### config.mk
export PLATFORM = sky130hd
export DESIGN_NAME = ccd_line_clkgen
export DESIGN_NICKNAME = d
export VERILOG_FILES = /design/src/rtl/ccdtg_pkg.sv /design/src/rtl/ccdtg_chan.sv /design/src/rtl/ccdtg_seq.sv /design/src/rtl/ccd_line_clkgen.sv
export SDC_FILE = /design/constraint.sdc
export NUM_CORES = 1
export LEC_CHECK = 0
export BUFFER_PORTS_ARGS = -buffer_cell sky130_fd_sc_hd__buf_2
export CAP_MARGIN = 10
export CORE_MARGIN = 4
export CORE_UTILIZATION = 30
export CTS_BUF_LIST = sky130_fd_sc_hd__clkbuf_4 sky130_fd_sc_hd__clkbuf_8
export CTS_CLUSTER_DIAMETER = 30
export DETAILED_ROUTE_END_ITERATION = 16
export GPL_TIMING_DRIVEN = 0
export SYNTH_ARGS = -nofsm -noshare
export SYNTH_HDL_FRONTEND = slang
export SYNTH_SLANG_ARGS = --single-unit
### constraint.sdc
create_clock -name clk -period 11.4 [get_ports clk]
set_input_delay 2.28 -clock clk [delete_from_list [all_inputs] [get_ports clk]]
set_output_delay 2.28 -clock clk [all_outputs]
set_load 0.1 [all_outputs]
### src/rtl/ccdtg_pkg.sv
package ccdtg_pkg;

  typedef enum logic [2:0] {SQ_IDLE, SQ_LEAD, SQ_GATE, SQ_TRAIL, SQ_XFER} seq_st_e;

  // nanoseconds to system ticks, rounded up
  function automatic int unsigned ns_to_ticks(input int unsigned ns, input int unsigned mhz);
    return (ns * mhz + 999) / 1000;
  endfunction

  // zero picks the default, small values are raised to the floor
  function automatic int unsigned pick_eff(input int unsigned raw, input int unsigned dflt,
                                           input int unsigned lo);
    if (raw == 0) return dflt;
    else if (raw < lo) return lo;
    else return raw;
  endfunction

  function automatic int unsigned cap_to(input int unsigned v, input int unsigned hi);
    return (v > hi) ? hi : v;
  endfunction

endpackage

### src/rtl/ccdtg_chan.sv
module ccdtg_chan #(
  parameter int TW = 16,
  parameter int CW = 16
) (
  input  logic          clk,
  input  logic          rst_n,
  input  logic          go,
  input  logic [TW-1:0] dly,
  input  logic [TW-1:0] half,
  input  logic [TW-1:0] hold_w,
  input  logic [TW-1:0] rstp_w,
  input  logic [TW-1:0] clamp_w,
  input  logic [CW-1:0] ncyc,
  output logic          ck_a,
  output logic          ck_b,
  output logic          hold,
  output logic          rstp,
  output logic          clamp,
  output logic          pix_vld,
  output logic          busy
);
  logic          active;
  logic [TW-1:0] wcnt, h_l, hw_l, rw_l, cw_l;
  logic [TW:0]   tick;
  logic [CW-1:0] cyc, nc_l;

  // named internal events
  logic run, tick_last, cyc_last, second_half;
  logic a_n, hold_n, rstp_n, clamp_n, vld_n;

  assign run         = active && (wcnt == '0);
  assign tick_last   = tick == ({h_l, 1'b0} - (TW+1)'(1));
  assign cyc_last    = cyc == (nc_l - CW'(1));
  assign second_half = tick >= {1'b0, h_l};

  assign a_n     = run ? second_half : 1'b1;
  assign hold_n  = run && (tick < {1'b0, hw_l});
  assign rstp_n  = run && (tick < {1'b0, rw_l});
  assign clamp_n = run && second_half && ((tick - {1'b0, h_l}) < {1'b0, cw_l});
  assign vld_n   = run && (tick == '0);

  always_ff @(posedge clk) begin
    if (!rst_n) begin
      active <= 1'b0;
      wcnt   <= '0;
      tick   <= '0;
      cyc    <= '0;
      h_l    <= '0;
      hw_l   <= '0;
      rw_l   <= '0;
      cw_l   <= '0;
      nc_l   <= '0;
      ck_a   <= 1'b1;
      ck_b   <= 1'b0;
      hold   <= 1'b0;
      rstp   <= 1'b0;
      clamp  <= 1'b0;
      pix_vld <= 1'b0;
    end else begin
      if (go && !active) begin
        active <= 1'b1;
        wcnt   <= dly;
        tick   <= '0;
        cyc    <= '0;
        h_l    <= half;
        hw_l   <= hold_w;
        rw_l   <= rstp_w;
        cw_l   <= clamp_w;
        nc_l   <= ncyc;
      end else if (active) begin
        if (wcnt != '0) wcnt <= wcnt - TW'(1);
        else if (tick_last) begin
          tick <= '0;
          if (cyc_last) active <= 1'b0;
          else cyc <= cyc + CW'(1);
        end else tick <= tick + (TW+1)'(1);
      end
      ck_a    <= a_n;
      ck_b    <= !a_n;
      hold    <= hold_n;
      rstp    <= rstp_n;
      clamp   <= clamp_n;
      pix_vld <= vld_n;
    end
  end

  assign busy = active;

  p_vld_on_fall_r6: assert property (@(posedge clk) disable iff (!rst_n)
    pix_vld |-> $fell(ck_a));
  p_rstp_clamp_apart_r5: assert property (@(posedge clk) disable iff (!rst_n)
    rstp |-> !clamp);
  p_hold_in_b_r5: assert property (@(posedge clk) disable iff (!rst_n)
    hold |-> ck_b);

endmodule

### src/rtl/ccdtg_seq.sv
module ccdtg_seq
  import ccdtg_pkg::*;
#(
  parameter int TW      = 16,
  parameter int MIN_GATE = 150
) (
  input  logic          clk,
  input  logic          rst_n,
  input  logic          start,
  input  logic          stop,
  input  logic [TW-1:0] lead_t,
  input  logic [TW-1:0] gate_t,
  input  logic [TW-1:0] trail_t,
  input  logic          xfer_busy,
  output logic          gate,
  output logic          go,
  output logic          line_start
);
  seq_st_e       st;
  logic [TW-1:0] cnt;
  logic          stop_pend;
  logic          cnt_done, line_done;
  logic [TW:0]   gate_len;

  assign cnt_done  = cnt == '0;
  assign line_done = (st == SQ_XFER) && !go && !xfer_busy;

  always_ff @(posedge clk) begin
    if (!rst_n) begin
      st         <= SQ_IDLE;
      cnt        <= '0;
      stop_pend  <= 1'b0;
      go         <= 1'b0;
      gate       <= 1'b0;
      line_start <= 1'b0;
    end else begin
      go <= 1'b0;
      unique case (st)
        SQ_IDLE:  if (start) begin st <= SQ_LEAD; cnt <= lead_t - TW'(1); end
        SQ_LEAD:  if (cnt_done) begin st <= SQ_GATE; cnt <= gate_t - TW'(1); end
                  else cnt <= cnt - TW'(1);
        SQ_GATE:  if (cnt_done) begin st <= SQ_TRAIL; cnt <= trail_t - TW'(1); end
                  else cnt <= cnt - TW'(1);
        SQ_TRAIL: if (cnt_done) begin st <= SQ_XFER; go <= 1'b1; end
                  else cnt <= cnt - TW'(1);
        SQ_XFER:  if (line_done) begin
                    if (stop_pend || stop) st <= SQ_IDLE;
                    else begin st <= SQ_LEAD; cnt <= lead_t - TW'(1); end
                  end
        default:  st <= SQ_IDLE;
      endcase
      if (st == SQ_IDLE) stop_pend <= 1'b0;
      else if (stop)     stop_pend <= 1'b1;
      gate       <= (st == SQ_GATE);
      line_start <= go;
    end
  end

  // checker-side run length of the gate pulse
  always_ff @(posedge clk) begin
    if (!rst_n) gate_len <= '0;
    else gate_len <= gate ? gate_len + (TW+1)'(1) : '0;
  end

  p_gate_min_r2: assert property (@(posedge clk) disable iff (!rst_n)
    $fell(gate) |-> gate_len >= (TW+1)'(MIN_GATE));

endmodule

### src/rtl/ccd_line_clkgen.sv
module ccd_line_clkgen
  import ccdtg_pkg::*;
#(
  parameter int SYS_MHZ  = 250,
  parameter int TW       = 16,
  parameter int CW       = 16,
  parameter int MIN_CYC  = 2622
) (
  input  logic          clk,
  input  logic          rst_n,
  input  logic          start,
  input  logic          stop,
  input  logic          alt_mode,
  input  logic [TW-1:0] cfg_half,
  input  logic [TW-1:0] cfg_gate_w,
  input  logic [TW-1:0] cfg_lead,
  input  logic [TW-1:0] cfg_trail,
  input  logic [TW-1:0] cfg_hold_w,
  input  logic [TW-1:0] cfg_rstp_w,
  input  logic [TW-1:0] cfg_clamp_w,
  input  logic [CW-1:0] cfg_cycles,
  output logic          rd_gate,
  output logic          ck_a_odd,
  output logic          ck_b_odd,
  output logic          hold_odd,
  output logic          rstp_odd,
  output logic          clamp_odd,
  output logic          ck_a_evn,
  output logic          ck_b_evn,
  output logic          hold_evn,
  output logic          rstp_evn,
  output logic          clamp_evn,
  output logic          line_start,
  output logic          pix_vld_odd,
  output logic          pix_vld_evn
);
  localparam int unsigned MIN_HALF  = ns_to_ticks(25,   SYS_MHZ);
  localparam int unsigned DEF_HALF  = ns_to_ticks(500,  SYS_MHZ);
  localparam int unsigned MIN_GATE  = ns_to_ticks(600,  SYS_MHZ);
  localparam int unsigned DEF_GATE  = ns_to_ticks(1000, SYS_MHZ);
  localparam int unsigned MIN_LEAD  = ns_to_ticks(50,   SYS_MHZ);
  localparam int unsigned DEF_LEAD  = ns_to_ticks(100,  SYS_MHZ);
  localparam int unsigned MIN_TRAIL = ns_to_ticks(400,  SYS_MHZ);
  localparam int unsigned DEF_TRAIL = ns_to_ticks(1000, SYS_MHZ);
  localparam int unsigned MIN_PW    = ns_to_ticks(10,   SYS_MHZ);
  localparam int unsigned DEF_PW    = ns_to_ticks(100,  SYS_MHZ);

  logic [TW-1:0] half_e, gate_e, lead_e, trail_e, hold_e, rstp_e, clamp_e;
  logic [CW-1:0] cyc_e;

  assign half_e  = TW'(pick_eff(32'(cfg_half),  DEF_HALF,  MIN_HALF));
  assign gate_e  = TW'(pick_eff(32'(cfg_gate_w), DEF_GATE, MIN_GATE));
  assign lead_e  = TW'(pick_eff(32'(cfg_lead),  DEF_LEAD,  MIN_LEAD));
  assign trail_e = TW'(pick_eff(32'(cfg_trail), DEF_TRAIL, MIN_TRAIL));
  assign hold_e  = TW'(cap_to(pick_eff(32'(cfg_hold_w),  DEF_PW, MIN_PW), 32'(half_e)));
  assign rstp_e  = TW'(cap_to(pick_eff(32'(cfg_rstp_w),  DEF_PW, MIN_PW), 32'(half_e)));
  assign clamp_e = TW'(cap_to(pick_eff(32'(cfg_clamp_w), DEF_PW, MIN_PW), 32'(half_e)));
  assign cyc_e   = CW'(pick_eff(32'(cfg_cycles), MIN_CYC, MIN_CYC));

  logic       go;
  logic [1:0] ch_busy, ck_a, ck_b, hold, rstp, clamp, vld;

  ccdtg_seq #(.TW(TW), .MIN_GATE(MIN_GATE)) u_seq (
    .clk(clk), .rst_n(rst_n), .start(start), .stop(stop),
    .lead_t(lead_e), .gate_t(gate_e), .trail_t(trail_e),
    .xfer_busy(|ch_busy), .gate(rd_gate), .go(go), .line_start(line_start)
  );

  // index 0 is the odd channel, index 1 the even channel
  for (genvar g = 0; g < 2; g++) begin : g_ch
    logic [TW-1:0] dly;
    assign dly = (g == 1 && alt_mode) ? half_e : '0;
    ccdtg_chan #(.TW(TW), .CW(CW)) u_chan (
      .clk(clk), .rst_n(rst_n), .go(go), .dly(dly), .half(half_e),
      .hold_w(hold_e), .rstp_w(rstp_e), .clamp_w(clamp_e), .ncyc(cyc_e),
      .ck_a(ck_a[g]), .ck_b(ck_b[g]), .hold(hold[g]), .rstp(rstp[g]),
      .clamp(clamp[g]), .pix_vld(vld[g]), .busy(ch_busy[g])
    );
  end

  assign {ck_a_evn, ck_a_odd}     = ck_a;
  assign {ck_b_evn, ck_b_odd}     = ck_b;
  assign {hold_evn, hold_odd}     = hold;
  assign {rstp_evn, rstp_odd}     = rstp;
  assign {clamp_evn, clamp_odd}   = clamp;
  assign {pix_vld_evn, pix_vld_odd} = vld;

  // guard-time observers: ticks since a transfer edge, ticks since the gate
  logic          a_odd_d, a_evn_d, xfer_edge;
  logic [TW-1:0] quiet_cnt, since_gate;
  assign xfer_edge = (ck_a_odd != a_odd_d) || (ck_a_evn != a_evn_d);

  always_ff @(posedge clk) begin
    if (!rst_n) begin
      a_odd_d    <= 1'b1;
      a_evn_d    <= 1'b1;
      quiet_cnt  <= '0;
      since_gate <= '0;
    end else begin
      a_odd_d <= ck_a_odd;
      a_evn_d <= ck_a_evn;
      if (xfer_edge) quiet_cnt <= '0;
      else if (quiet_cnt != '1) quiet_cnt <= quiet_cnt + TW'(1);
      if (rd_gate) since_gate <= '0;
      else if (since_gate != '1) since_gate <= since_gate + TW'(1);
    end
  end

  p_gate_parked_r4: assert property (@(posedge clk) disable iff (!rst_n)
    rd_gate |-> (ck_a_odd && !ck_b_odd && ck_a_evn && !ck_b_evn));
  p_lead_guard_r9: assert property (@(posedge clk) disable iff (!rst_n)
    $rose(rd_gate) |-> quiet_cnt >= TW'(MIN_LEAD));
  p_trail_guard_r4: assert property (@(posedge clk) disable iff (!rst_n)
    $fell(ck_a_odd) |-> since_gate >= TW'(MIN_TRAIL));

endmodule

==> results by group, run 1 <==
Clock tree
  – Setup Buffers After CTS: 0
  – Cts bufs inserted: 83
  – CTS resizes: 0
  – Clock Sinks: 295
  – Hold-fix buffers, CTS: 0
  – Clock latency on the worst-skew pair: 0.68 ns
  – Clk buf depth: 3
  – Clock Root Buffer: clkbuf_8
  – Reg clk slew, reported paths: 0.05 ns
  – TritonCTS clock tree: done
  – H-tree Lvls: 3

Timing
  – Max Clk Rate: 0.147 GHz
  – Fin. Hold Viols: 0
  – Pins Over Slew Limit: 0
  – Slew @ Worst Pin: 1.11 ns
  – Setup-failing EPs final: 0
  – Min Tclk post-route: 6.82 ns
  – Setup TNS Final: 0 ns
  – Rel. slew slack: 26.0%
  – Crit share post-route: 59.8%
  – Layout Skew: 0.0516 ns
  – RSZ-0062 raised after global routing: no
  – Worst hold-check slack: 0.476 ns

Floorplan
  – Initial Utilization: 30.4%
  – Die Height: 267 um
  – IO Count: 147
  – Die area: 71,400 sq um
  – Core Footprint: 66,200 sq um
  – DIE WIDTH: 267 um
  – Rows: 94

Logic synthesis
  – Synth cell types: 82
  – Yosys warns: 0
  – Cell area after synthesis: 20,200 sq um
  – Post-synth EDFFs: 0
  – Mean Syn Cell Area: 8.02 sq um
  – Top-count cell post-synth: dfxtp_1
  – Number of synthesized register bits: 295
  – Top cells by count, synth: 295 x dfxtp_1, 218 x nor2_1, 190 x inv_1
  – Largest cells by area after synthesis: dfxtp_1 29%, ha_1 12%, xnor2_1 5.1%
  – Commonest register cell after synthesis: dfxtp_1
  – Ys async rst share: 0%
  – Yosys top cell area share: 29.3%
  – Area leader, netlist: dfxtp_1
  – Syn nets: 2,834
  – Cells after Synth: 2,513
  – Sequential share of the synthesized area: 29.3%

Global route
  – Gr usage total: 19.4%
  – Largest net degree at the start of global routing: 16
  – Vias in the first global route: 18,700
  – Initial antenna violation count: 16
  – Global route overflow: 0
  – First-pass GRT wire length: 108,000 um

Drt
  – TritonRoute pass-1 iters: 6
  – Total wire length: 71,600 um
  – DRC: 0
  – DRT iter0 DRCs: 1,721
  – Post-route antenna net violation count: 0
  – DR WL/cell: 19.4 um
  – Via count: 19,800
  – Routed vias/inst: 5.38

Final layout
  – Multi-input gate area: 13,000 sq um
  – FF+latch area: 5910 sq um
  – Share of cells above drive strength 1: 12.4%
  – Filler cells: 6,982
  – Fin area: 24,000 sq um
  – Layout net count: 3,070
  – Synth-to-Final Area Change: 19.2%

Pwr
  – Seq pwr share: 34.1%
  – Overall power: 3.13 mW
  – Cell-internal power: 2.26 mW
  – Clock power share: 54.4%
  – Comb pwr share: 11.6%
  – Psw: 869 uW
  – Worst vdd ir: 0.000119 V
  – Cell area power density: 130 nW/um^2
  – Leak: 9.78 nW
  – Switch share: 27.8%

Setup path
  – WP data arrival: 7.29 ns
  – Worst path required time: 11.87 ns
  – Worst-path maximum fanout: 10
  – Crit path kind: primary input to flip-flop
  – Worst Setup End Kind: flip-flop
  – CP Launch Type: primary input

Outcome
  – Outcome: complete, no violations

Place
  – Port buffer count: 146
  – Post-detail-place hpwl: 55,300 um
  – Post-DP Area: 22,000 sq um
  – Global placement routability congestion: 0.976

Min path
  – Worst min path class: flip-flop to flip-flop

Flow run
  – Max-cap violation count: 0
==> per-stage QoR <==
step	utilization [%]	std cells	worst slack [ns]
2_1_floorplan	-	2513	5.51
3_3_place_gp	33.2	3523	4.13
3_5_place_dp	33.2	3525	4.08
4_1_cts	36.2	3673	4.76
5_1_grt	36.2	3677	4.32
6_report	36.3	3682	4.58
==> power groups by stage <==
stage | clock [mW] | combinational [mW] | sequential (mW)
after CTS | 1.73 | 0.351 | 1.06
after global placement | 0 | 0.348 | 1.08
final | 1.70 | 0.361 | 1.07
after detailed placement | 0 | 0.350 | 1.08
after floorplan | 0 | 0.210 | 1.08
after global routing | 1.79 | 0.385 | 1.07
==> layout make-up <==
| cell class | instances | area share [%] |
|---|---|---|
| diodes | 6 | 0.0625 |
| plain buffers | 126 | 2.14 |
| clock buffers | 112 | 6.00 |
| clock inverters | 36 | 2.32 |
| inverters | 190 | 2.97 |
| multi-input cells | 1902 | 54.2 |
| flip-flops and latches | 295 | 24.6 |
| well taps | 864 | 4.50 |
| repair buffers | 151 | 3.19 |
==> metal layers <==
metal	vias up	track usage (%)	wire, um
met2	793	29.8	30700
li1	9663	-	-
met1	9168	26.1	31600
met3	162	4.80	6670
met5	-	0	120
met4	20	7.45	2530
==> kinds of logic (layout without fill, tap and decap cells) <==
logic type,after synthesis,in the layout,synth area share (%)
adders and majority gates,189,189,11.8
DFF,295,295,29.3
and+or+nand+nor,823,823,20.9
other,0,6,0
xor gates and xnor gates,199,199,8.72
muxes,43,43,2.14
AOI/OAI and AO/OA,648,648,21.1
buffers and inverters,316,615,6.09
==> registers in the layout (all words and copies together) (netlist names), 2 cells and up <==
| register | count |
|---|---|
| g_ch.u_chan.busy | 2 |
| g_ch.u_chan.cw_l | 32 |
| g_ch.u_chan.wcnt | 32 |
| g_ch.u_chan.clamp | 2 |
| g_ch.u_chan.rstp | 2 |
| g_ch.u_chan.tick | 34 |
| g_ch.u_chan.ck_b | 2 |
| g_ch.u_chan.cyc | 32 |
| g_ch.u_chan.ck_a | 2 |
| g_ch.u_chan.hold | 2 |
| g_ch.u_chan.pix_vld | 2 |
| u_seq.cnt | 16 |
| g_ch.u_chan.nc_l | 32 |
| g_ch.u_chan.hw_l | 32 |
| u_seq.st | 3 |
| g_ch.u_chan.rw_l | 32 |
| g_ch.u_chan.h_l | 32 |
==> final timing paths <==
kind / start / end / slack [ns] / depth (start not counted)
worst max-delay path: cfg_half[8] / g_ch[1].u_chan.cw_l[11] / 4.58 / 13
worst max register to register: g_ch[0].u_chan.tick[0] / g_ch[0].u_chan.clamp / 7.27 / 16
worst min-delay path: g_ch[1].u_chan.hw_l[6] / g_ch[1].u_chan.hw_l[6] / 0.48 / 2
worst min register to register: g_ch[1].u_chan.hw_l[6] / g_ch[1].u_chan.hw_l[6] / 0.48 / 2
==> layout by cell type (no fill, tap or decap), types with 55 or more instances in the layout <==
cell      Yosys  routed
o22ai_1     113     113
nand3_1      67      67
xnor2_1     117     117
nor2_1      218     218
nand2_1     165     165
dfxtp_1     295     295
ha_1        186     186
xor2_1       81      81
a21oi_1     139     139
inv_1       190     190
clkbuf_8      0      96
nor3_1       71      71
nor4_1       55      55
o21ai_0     116     116
buf_2         3     150
clkbuf_1    117     117
==> critical path, stage by stage <==
cell and delay (ns):
buf_2 0.16, or4_1 0.52, nor4_1 0.23, nand4_1 0.21
nor4_1 0.42, or2_2 0.27, inv_1 0.28, ha_1 0.41
nand2_1 0.08, o41ai_2 0.91, clkbuf_1 0.59, mux2i_1 0.74
o22ai_1 0.18
Power figures use the tool's default switching activity.
==> run 2: changes to the inputs <==
==> constraint.sdc (replaced) <==
create_clock -name clk -period 5.6 [get_ports clk]
set_input_delay 1.12 -clock clk [delete_from_list [all_inputs] [get_ports clk]]
set_output_delay 1.12 -clock clk [all_outputs]
set_load 0.1 [all_outputs]
==> run 2 against run 1 <==
Effect of this change:
- routed wire length barely moved
- first-iteration DRC count fell by 5.4%
- total power increased by 100%
- flip-flop and latch count is the same
- clock skew rose by 0.0040 ns
- register-to-register slack lost 5.8 ns
- die area unchanged
- sequential share of layout area about the same
- clock power increased by 100%
- highest routed layer unchanged
==> results by group, run 2 (synthesis results as in run 1) <==
Timing
  – Min Tclk post-route: 5.29 ns
  – Rel. slew slack: 25.3% (-0.73 points)
  – Pins Over Slew Limit: 0 (unchanged)
  – Setup WS post-layout: 0.310 ns (-4.27 ns)
  – Setup TNS Final: 0 ns (unchanged)
  – Setup-failing EPs final: 0 (unchanged)
  – Worst hold-check slack: 0.475 ns (-0.000165 ns)
  – RSZ-0062 raised after global routing: no
  – Layout Skew: 0.0556 ns (+0.00401 ns)
  – Max Clk Rate: 0.189 GHz
  – Crit share post-route: 94.5%
  – Fin. Hold Viols: 0 (unchanged)
  – Slew @ Worst Pin: 1.12 ns (+0.0109 ns)

Floorplan
  – DIE WIDTH: 267 um (unchanged)
  – Die area: 71,400 sq um (unchanged)
  – Initial Utilization: 30.4% (unchanged)
  – Core Footprint: 66,200 sq um (unchanged)
  – Rows: 94 (unchanged)
  – Die Height: 267 um (unchanged)
  – IO Count: 147 (unchanged)

Setup path
  – Slowest cell on crit path: o41ai_2
  – Worst Setup End Kind: flip-flop
  – Worst path required time: 6.13 ns (-5.74 ns)
  – Worst-path maximum fanout: 10 (unchanged)
  – WP data arrival: 5.82 ns (-1.47 ns)
  – CP Launch Type: primary input
  – CP top delay family: simple AND/OR/NAND/NOR gates
  – WP buf/inv: 3 (unchanged)
  – Cell mode on critical path: nor4_1
  – Crit path largest cell delay: 0.88 ns (-0.03 ns)
  – CP Cell Sequence: buf_2, or4_1, nor4_1, nand4_1, nor4_1, or2_2, inv_1, ha_1, nand2_1, o41ai_2, clkbuf_1, mux2i_1, o22ai_1
  – Crit path kind: primary input to flip-flop

Drt
  – DRC: 0 (unchanged)
  – DRT iter0 DRCs: 1,628 (-5.4%)
  – Post-route antenna net violation count: 0 (unchanged)
  – Routed vias/inst: 5.37 (-0.20%)
  – Via count: 19,800 (-0.20%)
  – TritonRoute pass-1 iters: 5 (-1)
  – DR WL/cell: 19.4 um (about the same)
  – Total wire length: 71,500 um (about the same)

Place
  – Setup WS pre-CTS: -0.555 ns (-4.64 ns)
  – Port buffer count: 146 (unchanged)
  – Post-detail-place hpwl: 55,300 um (unchanged)
  – Dpl cells: 3,525 (unchanged)
  – Post-DP Area: 22,000 sq um (unchanged)
  – Global placement routability congestion: 0.976 (unchanged)

Pwr
  – Overall power: 6.36 mW (+100%)
  – Leak: 9.79 nW (about the same)
  – Cell area power density: 265 nW/um^2 (+100%)
  – Worst vdd ir: 0.000241 V (+100%)

Final layout
  – Layout Utilization: 36.3% (about the same)
  – Synth-to-Final Area Change: 19.3% (about the same)
  – Commonest non-fill, non-tap cell in the layout: dfxtp_1
  – FF+latch area: 5910 sq um (unchanged)
  – Biggest register: g_ch.u_chan.tick
  – Fin cells: 3,682 (unchanged)
  – Filler cells: 6,980 (-0.029%)
  – Layout net count: 3,070 (unchanged)
  – Commonest cells after routing, fill and taps aside: 295 x dfxtp_1, 218 x nor2_1, 190 x inv_1
  – Share of cells above drive strength 1: 12.5% (+0.14 points)
  – Largest register FFs: 34 (unchanged)
  – Multi-input gate area: 13,000 sq um (+0.17%)
  – Fin area: 24,000 sq um (about the same)

Clock tree
  – Clock Sinks: 295 (unchanged)
  – H-tree Lvls: 3 (unchanged)
  – Clock Root Buffer: clkbuf_8
  – TritonCTS clock tree: done
  – Reg clk slew, reported paths: 0.05 ns (about the same)
  – Clock latency on the worst-skew pair: 0.68 ns (about the same)
  – Hold-fix buffers, CTS: 0 (unchanged)
  – Cts bufs inserted: 83 (unchanged)
  – Clk buf depth: 3 (unchanged)

Flow run
  – Max-cap violation count: 0 (unchanged)

Global route
  – Vias in the first global route: 18,700 (unchanged)
  – Gr usage total: 19.4% (unchanged)
  – Global route overflow: 0 (unchanged)
  – Largest net degree at the start of global routing: 16 (unchanged)
  – Initial antenna violation count: 16 (unchanged)
  – First-pass GRT wire length: 108,000 um (unchanged)

Outcome
  – Outcome: complete, no violations

Min path
  – Worst min path class: flip-flop to flip-flop
run 2: changes by cell type in the layout (fill, tap and decap cells not counted):
cell      before  now
clkbuf_1     117  116
clkbuf_2       1    2
mux2i_1       43   40
mux2i_2        0    3
o41ai_2        2    1
o41ai_4        0    1
run 2: path summary, 6_finish.rpt:
| check | from | to | slack [ns] | cells after the start |
|---|---|---|---|---|
| worst max-delay path | cfg_half[8] | g_ch[1].u_chan.rw_l[11] | 0.31 | 13 |
| worst min-delay path | g_ch[1].u_chan.cw_l[4] | g_ch[1].u_chan.cw_l[4] | 0.48 | 1 |
| worst max register to register | g_ch[0].u_chan.tick[0] | g_ch[0].u_chan.clamp | 1.48 | 16 |
| worst min register to register | g_ch[1].u_chan.cw_l[4] | g_ch[1].u_chan.cw_l[4] | 0.48 | 1 |
run 2: what timing repair did:
action,CTS,global route
buffers inserted,0,0
gates resized for setup,0,6
hold endpoints to repair,0,0
setup endpoints to repair,0,12
run 2: final cells by class:
| class | instances | area share (%) |
|---|---|---|
| flip-flops and latches | 295 | 24.6 |
| clock inverters | 36 | 2.32 |
| multi-input cells | 1902 | 54.3 |
| well taps | 864 | 4.50 |
| clock buffers | 112 | 6.00 |
| inverters | 190 | 2.97 |
| plain buffers | 126 | 2.14 |
| diodes | 6 | 0.0625 |
| repair buffers | 151 | 3.19 |
run 2: report_power, final:
part | total, mW | internal, mW | switching (mW)
clock network | 3.45 | 2.21 | 1.24
logic | 0.738 | 0.250 | 0.488
registers | 2.17 | 2.13 | 0.0360
total | 6.36 | 4.60 | 1.76
run 2: routing by layer:
| metal | up-vias | part of all wire [%] | global-route usage [%] |
|---|---|---|---|
| li1 | 9672 | - | - |
| met1 | 9175 | 44 | 26.1 |
| met2 | 737 | 43 | 29.8 |
| met3 | 162 | 9.1 | 4.80 |
| met4 | 20 | 3.8 | 7.45 |
| met5 | - | 0.17 | 0 |
==> run 3: changes to the inputs <==
==> constraint.sdc (replaced) <==
create_clock -name clk -period 5.4 [get_ports clk]
set_input_delay 1.08 -clock clk [delete_from_list [all_inputs] [get_ports clk]]
set_output_delay 1.08 -clock clk [all_outputs]
set_load 0.1 [all_outputs]
==> run 3 against run 2 <==
Effect of this change:
- core utilization about the same
- worst setup slack got worse by 0.064 ns
- register-to-register slack got worse by 0.19 ns
- clock skew decreased by 0.0034 ns
- final cell count about the same
- non-clock buffer count decreased by 1
- hold slack improved by 0.0012 ns
- count of clock-buffer cells in the layout unchanged
- critical endpoint is now g_ch[1].u_chan.cw_l[10]
==> results by group, run 3 (synthesis results as in run 1) <==
Drt
  – Post-route antenna net violation count: 0 (unchanged)
  – Via count: 19,800 (+0.30%)
  – DRC: 0 (unchanged)
  – DRT iter0 DRCs: 1,726 (+6.0%)
  – Routed vias/inst: 5.39 (+0.33%)
  – DR WL/cell: 19.5 um (+0.23%)
  – TritonRoute pass-1 iters: 5 (unchanged)
  – Total wire length: 71,700 um (+0.20%)

Global route
  – Met1 Use GR: 26.1% (about the same)
  – Busiest grt layer: met2
  – Gr usage total: 19.4% (about the same)
  – Vias in the first global route: 18,700 (+0.011%)
  – M3 GR Usage: 4.85% (+0.046 points)
  – Global route overflow: 0 (unchanged)
  – Met2 Use GR: 29.8% (about the same)
  – Initial antenna violation count: 16 (unchanged)
  – Largest net degree at the start of global routing: 16 (unchanged)
  – First-pass GRT wire length: 108,000 um (about the same)

Clock tree
  – Clock latency on the worst-skew pair: 0.67 ns (about the same)
  – Clk buf depth: 3 (unchanged)
  – TritonCTS clock tree: done
  – Cts bufs inserted: 83 (unchanged)
  – H-tree Lvls: 3 (unchanged)
  – Clock Sinks: 295 (unchanged)
  – Reg clk slew, reported paths: 0.05 ns (about the same)
  – Clock Root Buffer: clkbuf_8
  – Hold-fix buffers, CTS: 0 (unchanged)

Timing
  – Setup-failing EPs final: 0 (unchanged)
  – Max Clk Rate: 0.194 GHz
  – Slew @ Worst Pin: 1.12 ns (+0.00279 ns)
  – Fin. Hold Viols: 0 (unchanged)
  – Rel. slew slack: 24.8% (-0.49 points)
  – Pins Over Slew Limit: 0 (unchanged)
  – Setup TNS Final: 0 ns (unchanged)
  – Min Tclk post-route: 5.15 ns
  – Layout Skew: 0.0522 ns (-0.00338 ns)
  – RSZ-0062 raised after global routing: no
  – Crit share post-route: 95.4%

Setup path
  – Worst path required time: 5.87 ns (-0.26 ns)
  – R2R Setup Slk: 1.29 ns (-0.19 ns)
  – Worst R2R Start: g_ch[0].u_chan.tick[0]
  – Worst r2r path cells: 16 (unchanged)
  – RR Endpoint: g_ch[0].u_chan.clamp
  – Crit path kind: primary input to flip-flop
  – CP Launch Type: primary input
  – WP data arrival: 5.62 ns (-0.20 ns)
  – Crit path from: cfg_half[8]
  – Worst Setup End Kind: flip-flop
  – Worst-path maximum fanout: 10 (unchanged)
  – Worst setup endpoint: g_ch[1].u_chan.cw_l[10]

Place
  – Post-detail-place hpwl: 55,300 um (unchanged)
  – Dpl cells: 3,525 (unchanged)
  – Port buffer count: 146 (unchanged)
  – Global placement routability congestion: 0.976 (unchanged)

Floorplan
  – IO Count: 147 (unchanged)
  – Die Height: 267 um (unchanged)
  – Die area: 71,400 sq um (unchanged)
  – Core Footprint: 66,200 sq um (unchanged)
  – Initial Utilization: 30.4% (unchanged)
  – DIE WIDTH: 267 um (unchanged)
  – Rows: 94 (unchanged)

Final layout
  – Fin cells: 3,681 (-0.027%)
  – Layout net count: 3,069 (-0.033%)
  – Commonest non-fill, non-tap cell in the layout: dfxtp_1
  – Share of cells above drive strength 1: 12.5% (-0.031 points)
  – Biggest register: g_ch.u_chan.tick
  – Largest register FFs: 34 (unchanged)
  – Synth-to-Final Area Change: 19.3% (about the same)
  – Commonest cells after routing, fill and taps aside: 295 x dfxtp_1, 218 x nor2_1, 190 x inv_1

Pwr
  – Worst vdd ir: 0.000250 V (+3.8%)
  – Overall power: 6.61 mW (+3.9%)
  – Cell area power density: 275 nW/um^2 (+3.9%)
  – Leak: 9.80 nW (+0.13%)

Flow run
  – Max-cap violation count: 0 (unchanged)

Outcome
  – Outcome: complete, no violations

Min path
  – Worst min path class: flip-flop to flip-flop
  – Worst Hold Depth: 2 (+1)
[run 3: changes by cell type in the layout (fill, tap and decap cells not counted)]
cell,previous run,this run
mux2i_1,40,41
mux2i_2,3,2
o41ai_2,1,0
o41ai_4,1,2
clkbuf_1,116,115
[run 3: metrics by stage]
stage               util (%)  setup WS [ns]  hold slack [ns]  cell area [sq um]
finish                  36.3          0.247            0.477              24000
CTS                     36.2          0.165            0.477              24000
global route            36.3         0.0165            0.487              24000
detailed placement      33.2         -0.715            0.464              22000
floorplan                  -          0.710            0.439              20200
global placement        33.2         -0.672            0.462              22000
[run 3: repair_timing]
| action | CTS | global route |
|---|---|---|
| setup buffers | 0 | 0 |
| endpoints found under the setup margin | 3 | 30 |
| resized for setup | 1 | 5 |
[run 3: worst min path at each step]
stage / startpoint / endpoint / slack, ns
floorplan: g_ch[1].u_chan.hw_l[6] / g_ch[1].u_chan.hw_l[6] / 0.44
global placement: g_ch[1].u_chan.hw_l[6] / g_ch[1].u_chan.hw_l[6] / 0.46
detailed placement: g_ch[1].u_chan.cw_l[4] / g_ch[1].u_chan.cw_l[4] / 0.46
CTS: g_ch[1].u_chan.hw_l[6] / g_ch[1].u_chan.hw_l[6] / 0.48
global route: g_ch[1].u_chan.cw_l[4] / g_ch[1].u_chan.cw_l[4] / 0.49
finish: g_ch[1].u_chan.hw_l[6] / g_ch[1].u_chan.hw_l[6] / 0.48
[run 3: power by group]
group | switching [mW] | total, mW | internal, mW | leakage, nW
registers | 0.0376 | 2.25 | 2.21 | 2.38
clock network | 1.29 | 3.59 | 2.30 | 1.03
logic | 0.509 | 0.768 | 0.260 | 6.40
total | 1.84 | 6.61 | 4.77 | 9.80
[run 3: area by class of cell]
cell class,count,area (sq um)
clock inverter,36,558
timing repair buffer,151,767
tap,864,1080
clock buffer,112,1440
fill,6978,42200
sequential,295,5910
antenna,6,15.0
buffer,125,512
inverter,190,713
multi-input combinational,1902,13000
[run 3: routing by layer]
layer  share of wire, %  wire length (um)
met5               0.19               136
met4                3.4              2460
met3                9.1              6510
met2                 43             30800
met1                 44             31800
[run 3: worst max-delay path, stage by stage]
cell      delay (ns)
buf_2           0.16
or4_1           0.52
nor4_1          0.23
nand4_1         0.21
nor4_1          0.42
or2_2           0.28
inv_1           0.28
ha_1            0.38
nand3_1         0.12
o41ai_4         0.67
clkbuf_2        0.42
mux2i_1         0.67
o22ai_1         0.18
